<file path="src/rtl/ldaa_pkg.sv">
package ldaa_pkg;
   typedef enum logic [1:0] {
      CFG_FMT  = 2'd0,
      CFG_LDR  = 2'd1,
      CFG_PRIO = 2'd2,
      CFG_NONE = 2'd3
   } cfg_sel_e;
endpackage

</file>
<file path="src/rtl/ldaa_unit.sv">
module ldaa_unit
   import ldaa_pkg::*;
#(
   parameter int DEST_W = 8,
   parameter int PRIO_W = 4
) (
   input  logic              clk,
   input  logic              rst_n,
   input  logic              wr_en,
   input  logic [1:0]        wr_sel,
   input  logic [DEST_W-1:0] wr_data,
   input  logic [DEST_W-1:0] dest,
   output logic              accept,
   output logic [PRIO_W-1:0] prio
);
   if (PRIO_W > DEST_W) begin : g_bad_prio
      $error("ldaa_unit: PRIO_W must not exceed DEST_W");
   end

   logic [DEST_W-1:0] fmt_q;
   logic [DEST_W-1:0] ldr_q;
   logic [PRIO_W-1:0] prio_q;

   always_ff @(posedge clk) begin
      if (!rst_n) begin
         fmt_q  <= '1;
         ldr_q  <= '0;
         prio_q <= '0;
      end else if (wr_en) begin
         case (cfg_sel_e'(wr_sel))
            CFG_FMT:  fmt_q  <= wr_data;
            CFG_LDR:  ldr_q  <= wr_data;
            CFG_PRIO: prio_q <= wr_data[PRIO_W-1:0];
            default:  ;
         endcase
      end
   end

   // The format register is applied first, then the logical destination register.
   logic [DEST_W-1:0] masked;
   assign masked = dest & fmt_q;
   assign accept = |(masked & ldr_q);
   assign prio   = prio_q;
endmodule

</file>
<file path="src/rtl/ldaa_pick.sv">
module ldaa_pick #(
   parameter int NUM_UNITS = 4,
   parameter int PRIO_W    = 4
) (
   input  logic [NUM_UNITS-1:0]        acc,
   input  logic [NUM_UNITS*PRIO_W-1:0] prio_flat,
   output logic [NUM_UNITS-1:0]        win
);
   logic              found;
   logic [PRIO_W-1:0] best;

   // Ascending scan with a strict compare, so an equal priority later in the
   // scan never displaces an earlier (lower-index) winner.
   always_comb begin
      found = 1'b0;
      best  = '0;
      win   = '0;
      for (int i = 0; i < NUM_UNITS; i++) begin
         if (acc[i] && (!found || (prio_flat[i*PRIO_W +: PRIO_W] < best))) begin
            found  = 1'b1;
            best   = prio_flat[i*PRIO_W +: PRIO_W];
            win    = '0;
            win[i] = 1'b1;
         end
      end
   end
endmodule

</file>
<file path="src/rtl/ldaa_top.sv">
module ldaa_top
   import ldaa_pkg::*;
#(
   parameter int NUM_UNITS = 4,
   parameter int DEST_W    = 8,
   parameter int PRIO_W    = 4,
   localparam int IDX_W    = (NUM_UNITS > 1) ? $clog2(NUM_UNITS) : 1
) (
   input  logic                 clk,
   input  logic                 rst_n,
   input  logic                 msg_valid,
   input  logic [DEST_W-1:0]    msg_dest,
   input  logic                 msg_lowest,
   input  logic                 cfg_we,
   input  logic [IDX_W-1:0]     cfg_unit,
   input  logic [1:0]           cfg_sel,
   input  logic [DEST_W-1:0]    cfg_data,
   output logic                 grant_valid,
   output logic [NUM_UNITS-1:0] grant,
   output logic                 no_accept
);
   if (NUM_UNITS < 2) begin : g_bad_units
      $error("ldaa_top: NUM_UNITS must be at least 2");
   end
   if (DEST_W < 1) begin : g_bad_dest
      $error("ldaa_top: DEST_W must be positive");
   end

   logic [NUM_UNITS-1:0]        acc;
   logic [NUM_UNITS*PRIO_W-1:0] prio_flat;
   logic [NUM_UNITS-1:0]        lp_win;

   for (genvar g = 0; g < NUM_UNITS; g++) begin : g_unit
      logic [PRIO_W-1:0] p;
      ldaa_unit #(.DEST_W(DEST_W), .PRIO_W(PRIO_W)) u_unit (
         .clk     (clk),
         .rst_n   (rst_n),
         .wr_en   (cfg_we && (cfg_unit == IDX_W'(g))),
         .wr_sel  (cfg_sel),
         .wr_data (cfg_data),
         .dest    (msg_dest),
         .accept  (acc[g]),
         .prio    (p)
      );
      assign prio_flat[g*PRIO_W +: PRIO_W] = p;
   end

   ldaa_pick #(.NUM_UNITS(NUM_UNITS), .PRIO_W(PRIO_W)) u_pick (
      .acc       (acc),
      .prio_flat (prio_flat),
      .win       (lp_win)
   );

   logic [NUM_UNITS-1:0] sel_grant;
   assign sel_grant = msg_lowest ? lp_win : acc;

   always_ff @(posedge clk) begin
      if (!rst_n) begin
         grant_valid <= 1'b0;
         grant       <= '0;
         no_accept   <= 1'b0;
      end else begin
         grant_valid <= msg_valid;
         grant       <= msg_valid ? sel_grant : '0;
         no_accept   <= msg_valid && (acc == '0);
      end
   end
endmodule

</file>
<file path="config.mk">
export PLATFORM = sky130hd
export DESIGN_NAME = ldaa_top
export DESIGN_NICKNAME = d
export VERILOG_FILES = /design/src/rtl/ldaa_pkg.sv /design/src/rtl/ldaa_unit.sv /design/src/rtl/ldaa_pick.sv /design/src/rtl/ldaa_top.sv
export SDC_FILE = /design/constraint.sdc
export NUM_CORES = 1
export LEC_CHECK = 0
export ABC_AREA = 0
export BUFFER_PORTS_ARGS = -buffer_cell sky130_fd_sc_hd__buf_2
export CAP_MARGIN = 20
export CORE_UTILIZATION = 50
export CTS_CLUSTER_SIZE = 12
export DETAILED_ROUTE_END_ITERATION = 7
export GPL_TIMING_DRIVEN = 0
export PLACE_DENSITY = 0.67
export SETUP_SLACK_MARGIN = 0.4
export SLEW_MARGIN = 20
export SYNTH_ARGS = -nofsm -noshare
export SYNTH_HDL_FRONTEND = slang
export SYNTH_SLANG_ARGS = --single-unit
</file>
<file path="constraint.sdc">
create_clock -name clk -period 5.9 [get_ports clk]
set_input_delay 0.59 -clock clk [delete_from_list [all_inputs] [get_ports clk]]
set_output_delay 0.59 -clock clk [all_outputs]
set_load 0.02 [all_outputs]
</file>
== Word level (Yosys, flattened, before mapping) ==
Cells that the tools add are included.
W data, S select, Z words.

* Output and inout port bits: 6
* Logic and storage cells: 76
* Register bits after elaboration: 86
* Bits of input ports: 25

* Eq/ne operators: 5
* Magnitude comparators: 3
* Reduce and logical (&&, ||, !) cells: 34
* Bitwise operators: 8
* Multiplexer cells: 11

{| class="wikitable"
|+ Operators by type and width
! cell !! count
|-
| $and A8 B8 Y8 || 8
|-
| $reduce_or A8 Y1 || 4
|-
| $mux W4 || 7
|-
| $reduce_and A2 Y1 || 13
|-
| $lt A4 B4 Y1 || 3
|-
| $logic_and A1 B1 Y1 || 8
|-
| $eq A2 B2 Y1 const B || 3
|-
| $eq A2 B1 Y1 const B || 2
|-
| $logic_not A2 Y1 || 2
|-
| $logic_not A4 Y1 || 1
|-
| $mux W1 || 4
|-
| $logic_not A1 Y1 || 3
|-
| $logic_or A1 B1 Y1 || 3
|}

== Logic depth before layout (Yosys ltp) ==
Gate-level depths: netlist of run 1.

* Word-level depth: 17
* Mapped depth: 27
* Gate-level depth less buffers: 25

== Modules after synthesis ==
A second synthesis of run 1 with hierarchy kept.

* Cell total of the unflattened synthesis: 427
* Area total of the unflattened synthesis: 3925.0 sq um

{| class="wikitable"
|+ By module, submodules not included
! module !! area each (sq um) !! cells each !! sequential area each (sq um) !! instances
|-
| ldaa_unit || 809.5 || 86 || 400.4 || 4
|-
| ldaa_pick || 459.2 || 59 || 0.0 || 1
|-
| ldaa_top || 227.7 || 24 || 120.1 || 1
|}

== Least setup slack after synthesis of run 1 ==
OpenSTA, ideal clock, no wires.

* Kind: input port to flip-flop
* Start: input msg_dest[0]
* End: register grant[2]
* Buffers on the path: 2
* Stages: 25
* Required time: 5.778 ns
* Path slack: 0.706 ns
* Arrival time: 5.073 ns
* Setup time: 0.122 ns
* Cells stage by stage: and3_2 a311oi_2 nand2_1 nand2_1 ha_1 o21ai_0 a21oi_1 o2bb2ai_1 and2_1 clkbuf_1 o21a_1 ha_1 a211o_2 or2_2 a21oi_1 a21oi_1 buf_2 nand2_1 o21ai_0 ha_1 a21o_1 a21oi_1 a21oi_1 or2_1 o311a_1

* Cells in the longest elaborated chain, start to end: 17
* Elaborated cells between the ends (all ways): 33
* Classes of those cells: 3 x order compare; 9 x mux; 8 x bitwise; 13 x reduce/logical

{| class="wikitable"
|+ RTL lines
! element !! line !! RTL
|-
| from (decl) || ldaa_top.sv:12 || <nowiki>input logic [DEST_W-1:0] msg_dest,</nowiki>
|-
| $and A8 B8 Y8 || ldaa_unit.sv:41 || <nowiki>assign masked = dest & fmt_q;</nowiki>
|-
| $and A8 B8 Y8 || ldaa_unit.sv:42 || <nowiki>assign accept = |(masked & ldr_q);</nowiki>
|-
| $reduce_or A8 Y1 || ldaa_unit.sv:42 ||
|-
| $mux W4 or $mux W1 (tied branches) || ldaa_pick.sv:19 || <nowiki>if (acc[i] && (!found || (prio_flat[i*PRIO_W +: PRIO_W] < best))) begin</nowiki>
|-
| $lt A4 B4 Y1 or $logic_not A1 Y1 (tied branches) || ldaa_pick.sv:19 ||
|-
| $logic_or A1 B1 Y1 || ldaa_pick.sv:19 ||
|-
| $logic_and A1 B1 Y1 || ldaa_pick.sv:19 ||
|-
| $mux W4 or $mux W1 (tied branches) || ldaa_pick.sv:19 ||
|-
| $lt A4 B4 Y1 or $logic_not A1 Y1 (tied branches) || ldaa_pick.sv:19 ||
|-
| $logic_or A1 B1 Y1 || ldaa_pick.sv:19 ||
|-
| $logic_and A1 B1 Y1 || ldaa_pick.sv:19 ||
|-
| $mux W4 or $mux W1 (tied branches) || ldaa_pick.sv:19 ||
|-
| $lt A4 B4 Y1 or $logic_not A1 Y1 (tied branches) || ldaa_pick.sv:19 ||
|-
| $logic_or A1 B1 Y1 || ldaa_pick.sv:19 ||
|-
| $logic_and A1 B1 Y1 || ldaa_pick.sv:19 ||
|-
| $mux W4 || ldaa_pick.sv:19 ||
|-
| $mux W4 * || ldaa_top.sv:55 || <nowiki>assign sel_grant = msg_lowest ? lp_win : acc;</nowiki>
|-
| to (signal assigned) || ldaa_top.sv:64 || <nowiki>grant <= msg_valid ? sel_grant : '0;</nowiki>
|-
| to (decl) || ldaa_top.sv:19 || <nowiki>output logic [NUM_UNITS-1:0] grant,</nowiki>
|}

Every way passes the cells marked *; elsewhere a longest branch is shown, timed or not.
A chain may end at the register's enable or synchronous reset.

== Final worst setup path of run 1 ==
* Start: input msg_dest[2]
* End: register grant[2]

The elaborated chain is that of the path after synthesis.

==> flow_summary.yaml, run 1 <==
outcome:
  status: "completed"
route:
  dr_total_vias: 3254
  route.detailed.drc: 0
  wl_per_cell_um: 16.94
  routed_wl_mm: 9.909
  first_iter_violations: 198
  detail-route-antenna-nets: 0
  first_pass_iters: 4
  viasPerCell: 5.562
run:
  cap_violations: 0
setup_path:
  crit_family: "compound AO/OA/AOI/OAI gates"
  worst-path-buf-inv: 4
  start_kind: "input port"
  required_ns: 6.15
  worst_path_largest_cell_delay_ns: 0.35
  cp_max_fo: 10
  critPathKind: "input port to register"
  cp.arrival_ns: 5.44
  slowest_stage: "o311a_1"
  crit_path_end_kind: "register"
synth:
  synth_top_cell_area_share_pct: 43.85
  ys_warn_count: 0
  synth_edf_count: 0
  synth_top_flop_cell: "dfxtp_1"
  synth-seq-cells: 86
  synth_nets: 476
  synth_area_um2: 3926
  ys_types: 43
  yosys.area.top_type: "dfxtp_1"
  synthArstFlopShare_pct: 0
  synth-seq-area-share_pct: 43.85
  avgSynthCellArea_um2: 8.883
  netlist_instances: 442
  synth.area.top_cells: "dfxtp_1 (44%), mux2i_1 (12%), nor2b_1 (7.6%), nand2_1 (7.5%), nand3_1 (7.1%)"
sta:
  drv_slew: 0
  worstMarginPinSlew_ns: 1.177
  setup_viol: 0
  layout_min_cycle_time_ns: 5.195
  relSlewSlack_pct: 20.91
  finalCritPeriodShare_pct: 88.05
  fin_skew_ns: 0.01153
  hold_viol: 0
  hold_ws_ns: 0.4656
  grt_setup_unrepaired: "no"
  max_clock_freq_mhz: 192.5
placed_design:
  globalplace.congestion: 0.8547
  post_dp_cell_area_um2: 4165
  dp_hpwl_mm: 6.869
  dp.cells: 564
  io_buffers: 23
cells_and_area:
  drive_gt1_share_pct: 13.58
  n_antenna_cell: 0
  final_area_um2: 4444
  area_growth_syn_to_layout_pct: 13.19
  mostFrequentLayoutCell: "dfxtp_1"
  final_util_pct: 59.99
  nets: 516
  instances_no_fill: 585
  final_cell_mix: "dfxtp_1 (86), nand2_1 (77), nand3_1 (56)"
power_and_ir_drop:
  peakVddDrop_uv: 165.1
  powerDensity_nw_per_um2: 242.3
  p_leak_nw: 1.837
die:
  die_x_um: 90.62
  core_area_um2: 7408
  start_util_pct: 53.00
  ioPinCount: 31
  dieArea_um2: 8211
  fp-row-count: 31
  die_h_um: 90.62
clock_network:
  cts_buffer_depth: 2
  hold_buffers: 0
  cts_max_level: 3
  cts_num_sinks: 86
  cts_tree: "built"
  numCtsBuffers: 9
  cts.clk_slew.worst_paths_ns: 0.09
  cts_root_buffer: "clkbuf_8"
  clock_latency_ns: 0.36
global_routing:
  gr-total-overflow: 0
  antenna_found_initial: 0
  grt_pass1_wl_mm: 15.46
  grt_usage_pct: 24.45
  grt_max_degree: 14
  first_global_vias: 3062
min_path:
  hp-class: "input port to register"
## metrics by stage
step | worst slack (ns) | power (W) | TNS (ns)
CTS | 0.4270 | 0.001077 | 0
global route | 0.4007 | 0.001112 | 0
floorplan | 0.7057 | 0.0006698 | 0
finish | 0.7050 | 0.001077 | 0
global placement | 0.003521 | 0.0007024 | 0
detailed placement | -0.1244 | 0.0007042 | -0.1302
## Yosys cell counts, types with 4 or more instances
library cell	count
nand2_1	78
nand3b_1	4
nand3_1	56
o21a_1	4
nor3_1	4
ha_1	9
dfxtp_1	86
nor2_1	13
clkbuf_1	25
nor2b_1	48
o21ai_0	6
and3_1	8
a31oi_1	4
mux2i_1	48
a21oi_1	5
## registers in the layout, indices dropped and copies added, names as in the netlist
| signal | cells |
|---|---|
| g_unit.u_unit.fmt_q | 32 |
| g_unit.u_unit.ldr_q | 32 |
| g_unit.u_unit.prio | 16 |
| grant | 4 |
| grant_valid | 1 |
| no_accept | 1 |
## worst reg2reg max path, cell delays in order (launching register included)
cell and delay [ns]:
dfxtp_1 0.32, and3_2 0.21, a311oi_4 0.31, nand2_2 0.10
buf_4 0.16, nand2_1 0.09, ha_1 0.25, o21ai_0 0.09
a21oi_1 0.08, o2bb2ai_2 0.21, and2_1 0.16, buf_4 0.13
o21a_2 0.20, ha_4 0.22, a211o_2 0.32, or2_2 0.30
a21oi_2 0.14, a21oi_1 0.06, buf_4 0.18, nand2_1 0.06
o21ai_1 0.07, ha_1 0.33, a21o_1 0.20, a21oi_2 0.14
a21oi_1 0.08, or2_1 0.27, o311a_1 0.35
## report_power, final
group          switching (W)  internal (W)
Clock               0.000207      0.000173
Combinational      0.0000630     0.0000379
Sequential        0.00000559      0.000591
Total               0.000275      0.000802
## area by class of cell
| class | count | area, µm² |
|---|---|---|
| Buffer | 26 | 105.1 |
| Multi-Input combinational cell | 327 | 2147 |
| Sequential cell | 86 | 1722 |
| Clock buffer | 12 | 155.1 |
| Tap cell | 99 | 123.9 |
| Inverter | 3 | 11.26 |
| Fill cell | 683 | 2964 |
| Timing Repair Buffer | 29 | 160.2 |
| Clock inverter | 3 | 20.02 |
## logic make-up (layout without fill, tap and decap cells)
family	after synthesis	in the layout	synth area share, %
AOI/OAI and AO/OA	40	40	8.732
muxes	48	48	12.24
adders and majority gates	9	9	2.868
and+or+nand+nor	230	230	29.51
buffers and inverters	29	73	2.804
DFF	86	86	43.85
## final timing paths
path / startpoint / endpoint / slack, ns / depth (start not counted)
setup / recovery: msg_dest[2] / grant[2] / 0.71 / 27
hold / removal: msg_lowest / grant[3] / 0.47 / 2
setup reg to reg: g_unit[0].u_unit.ldr_q[0] / grant[2] / 0.80 / 26
hold reg to reg: g_unit[2].u_unit.fmt_q[4] / g_unit[2].u_unit.fmt_q[4] / 0.47 / 2
## layer usage
layer | up-vias | GRT usage (%) | share of wire (%)
met3 | 14 | 5.135 | 4.7
met5 | - | 0 | 0
li1 | 1603 | - | -
met4 | 0 | 8.871 | 2.0
met1 | 1551 | 30.73 | 45
met2 | 86 | 41.10 | 48
## what timing repair did
item                                    CTS  global route
buffers inserted                          0             6
hold endpoints to repair                  0             0
gates resized for setup                   4            11
pin swaps                                 0             7
endpoints found under the setup margin    3             4
(Power assumes the default switching activity.)
==> inputs of run 2 (changes only) <==
--- a/config.mk
+++ b/config.mk
@@ -11,7 +11,6 @@
 export CORE_UTILIZATION = 50
 export CTS_CLUSTER_SIZE = 12
 export DETAILED_ROUTE_END_ITERATION = 7
-export GPL_TIMING_DRIVEN = 0
 export PLACE_DENSITY = 0.67
 export SETUP_SLACK_MARGIN = 0.4
 export SLEW_MARGIN = 20
==> run 2 against run 1 <==
  * Via count down 2.0%
  * Largest cell class unchanged
  * First-iteration DRC count shrank 25%
  * Sequential cell count is the same
  * Fmax shrank 0.10%
  * Utilization is 0.79 points lower
  * Die area unchanged
  * Critical path type unchanged
  * Largest power group unchanged
  * Sequential power barely moved
  * Hold slack worse by 0.0031 ns
  * Worst setup slack worse by 0.0054 ns
  * Count of clock-buffer cells in the layout is 1 lower
==> flow_summary.yaml, run 2 (synthesis results as in run 1) <==
min_path:
  hp-class: "register to register"
die:
  dieArea_um2: 8211
  core_area_um2: 7408
  fp-row-count: 31
  ioPinCount: 31
  die_h_um: 90.62
  start_util_pct: 53.00
  die_x_um: 90.62
outcome:
  status: "completed"
sta:
  hold_viol: 0
  worstMarginPinSlew_ns: 1.137
  max_clock_freq_mhz: 192.3
  fin_skew_ns: 0.01328
  drv_slew: 0
  relSlewSlack_pct: 23.91
  setup_ws_ns: 0.6996
  setup_tns_ns: 0
  grt_setup_unrepaired: "no"
  finalCritPeriodShare_pct: 88.14
  layout_min_cycle_time_ns: 5.200
  setup_viol: 0
route:
  route.detailed.drc: 0
  detail-route-antenna-nets: 0
  dr_total_vias: 3189
  wl_per_cell_um: 17.01
  routed_wl_mm: 9.559
  viasPerCell: 5.674
  first_iter_violations: 149
  first_pass_iters: 7
clock_network:
  post_cts_buffers: 0
  cts_buffer_depth: 2
  numCtsBuffers: 9
  cts.clk_slew.worst_paths_ns: 0.08
  cts_tree: "built"
  cts_max_level: 3
  cts_num_sinks: 86
  clock_latency_ns: 0.36
  hold_buffers: 0
  cts_root_buffer: "clkbuf_8"
setup_path:
  cp.arrival_ns: 5.45
  crit_chain: "buf_2 > and3_2 > a311oi_4 > nand2_2 > nand2_1 > ha_1 > o21ai_0 > a21oi_1 > o2bb2ai_2 > and2_2 > o21a_1 > ha_1 > a211o_2 > or2_2 > a21oi_1 > a21oi_2 > nand2_1 > o21ai_0 > ha_1 > a21o_1 > a21oi_1 > a21oi_1 > or2_1 > o311a_1"
  crit_path_start: "msg_dest[0]"
  r2r_end: "grant[2]"
  cp_max_fo: 11
  worstReg2RegStart: "g_unit[0].u_unit.ldr_q[0]"
  reg2reg_slack_ns: 0.76
  slowest_stage: "a311oi_4"
  required_ns: 6.15
  critPathCapture: "grant[2]"
  start_kind: "input port"
  worst_path_largest_cell_delay_ns: 0.38
  critPathKind: "input port to register"
  ff2ff_path_depth: 23
  crit_top_cell: "a21oi_1"
  crit_path_end_kind: "register"
global_routing:
  grt_pass1_wl_mm: 15.60
  first_global_vias: 3001
  gr-total-overflow: 0
  grt_usage_pct: 24.64
  antenna_found_initial: 0
  grt_max_degree: 82
cells_and_area:
  mostFrequentLayoutCell: "dfxtp_1"
  nets: 492
  instances_no_fill: 562
  final_cell_mix: "dfxtp_1 (86), nand2_1 (77), nand3_1 (56)"
  n_antenna_cell: 0
  area_growth_syn_to_layout_pct: 11.70
  fillers: 671
  drive_gt1_share_pct: 14.69
  multi_input_comb_area_um2: 2141
  final-seq-area_um2: 1722
placed_design:
  io_buffers: 30
  dp.cells: 546
  globalplace.congestion: 0.8386
  dp_hpwl_mm: 6.565
  pre_cts_ws_ns: 0.09346
power_and_ir_drop:
  peakVddDrop_uv: 138.1
  power.total_w: 0.001167
  powerDensity_nw_per_um2: 266.1
  p_leak_nw: 1.842
run:
  cap_violations: 0
[run 2: cell types whose count changed in the layout (fill, tap and decap cells not counted), moves of 2 or more]
cell / change
buf_4: -7
nor3_2: +2
clkbuf_1: -25
clkinvlp_4: -2
buf_2: +7
nor3_1: -2
bufinv_16: +2
[run 2: layout make-up]
class,instances,share of cell area (%)
inverter,3,0.2568
multi-input combinational,327,48.82
sequential,86,39.26
clock buffer,11,3.452
timing repair buffer,31,3.595
tap,99,2.825
clock inverter,5,1.797
[run 2: layer usage]
metal	routed length [µm]	vias to the layer above	share of wire [%]	track usage [%]
li1	-	1563	-	-
met3	453	20	4.7	4.714
met5	0	-	0	0
met4	302	0	3.2	11.83
met1	4410	1510	46	33.16
met2	4392	96	46	37.88
[run 2: stage by stage]
step	utilization, %	hold slack [ns]	cell area [µm²]
global placement	55.46	0.4433	4109
floorplan	-	0.4318	3926
CTS	58.64	0.4690	4344
finish	59.20	0.4625	4385
global route	59.20	0.4905	4385
detailed placement	55.53	0.4501	4114
[run 2: report_power, final]
part            total, W  internal (W)  leakage (nW)  switching, W
Clock           0.000478      0.000262         0.120      0.000216
Combinational  0.0000930     0.0000347          1.03     0.0000583
Sequential      0.000596      0.000591         0.697    0.00000553
[run 2: repair_timing]
action,4_1_cts,5_1_grt
endpoints found under the hold margin,0,0
setup endpoints to repair,0,4
gates resized for setup,0,6
[run 2: worst min-delay path by stage]
stage / end / cells after the start / startpoint
6_report: g_unit[2].u_unit.fmt_q[7] / 2 / g_unit[2].u_unit.fmt_q[7]
5_1_grt: grant[3] / 2 / msg_lowest
4_1_cts: g_unit[2].u_unit.fmt_q[7] / 2 / g_unit[2].u_unit.fmt_q[7]
3_5_place_dp: g_unit[2].u_unit.fmt_q[7] / 2 / g_unit[2].u_unit.fmt_q[7]
3_3_place_gp: g_unit[0].u_unit.fmt_q[2] / 2 / g_unit[0].u_unit.fmt_q[2]
2_1_floorplan: g_unit[0].u_unit.fmt_q[0] / 2 / g_unit[0].u_unit.fmt_q[0]
[run 2: worst max-delay path, delay by kind of cell]
family | cells | cell delay (ns)
and+or+nand+nor | 7 | 1.39
AOI/OAI and AO/OA | 13 | 2.51
buffers and inverters | 1 | 0.12
adders and majority gates | 3 | 0.82
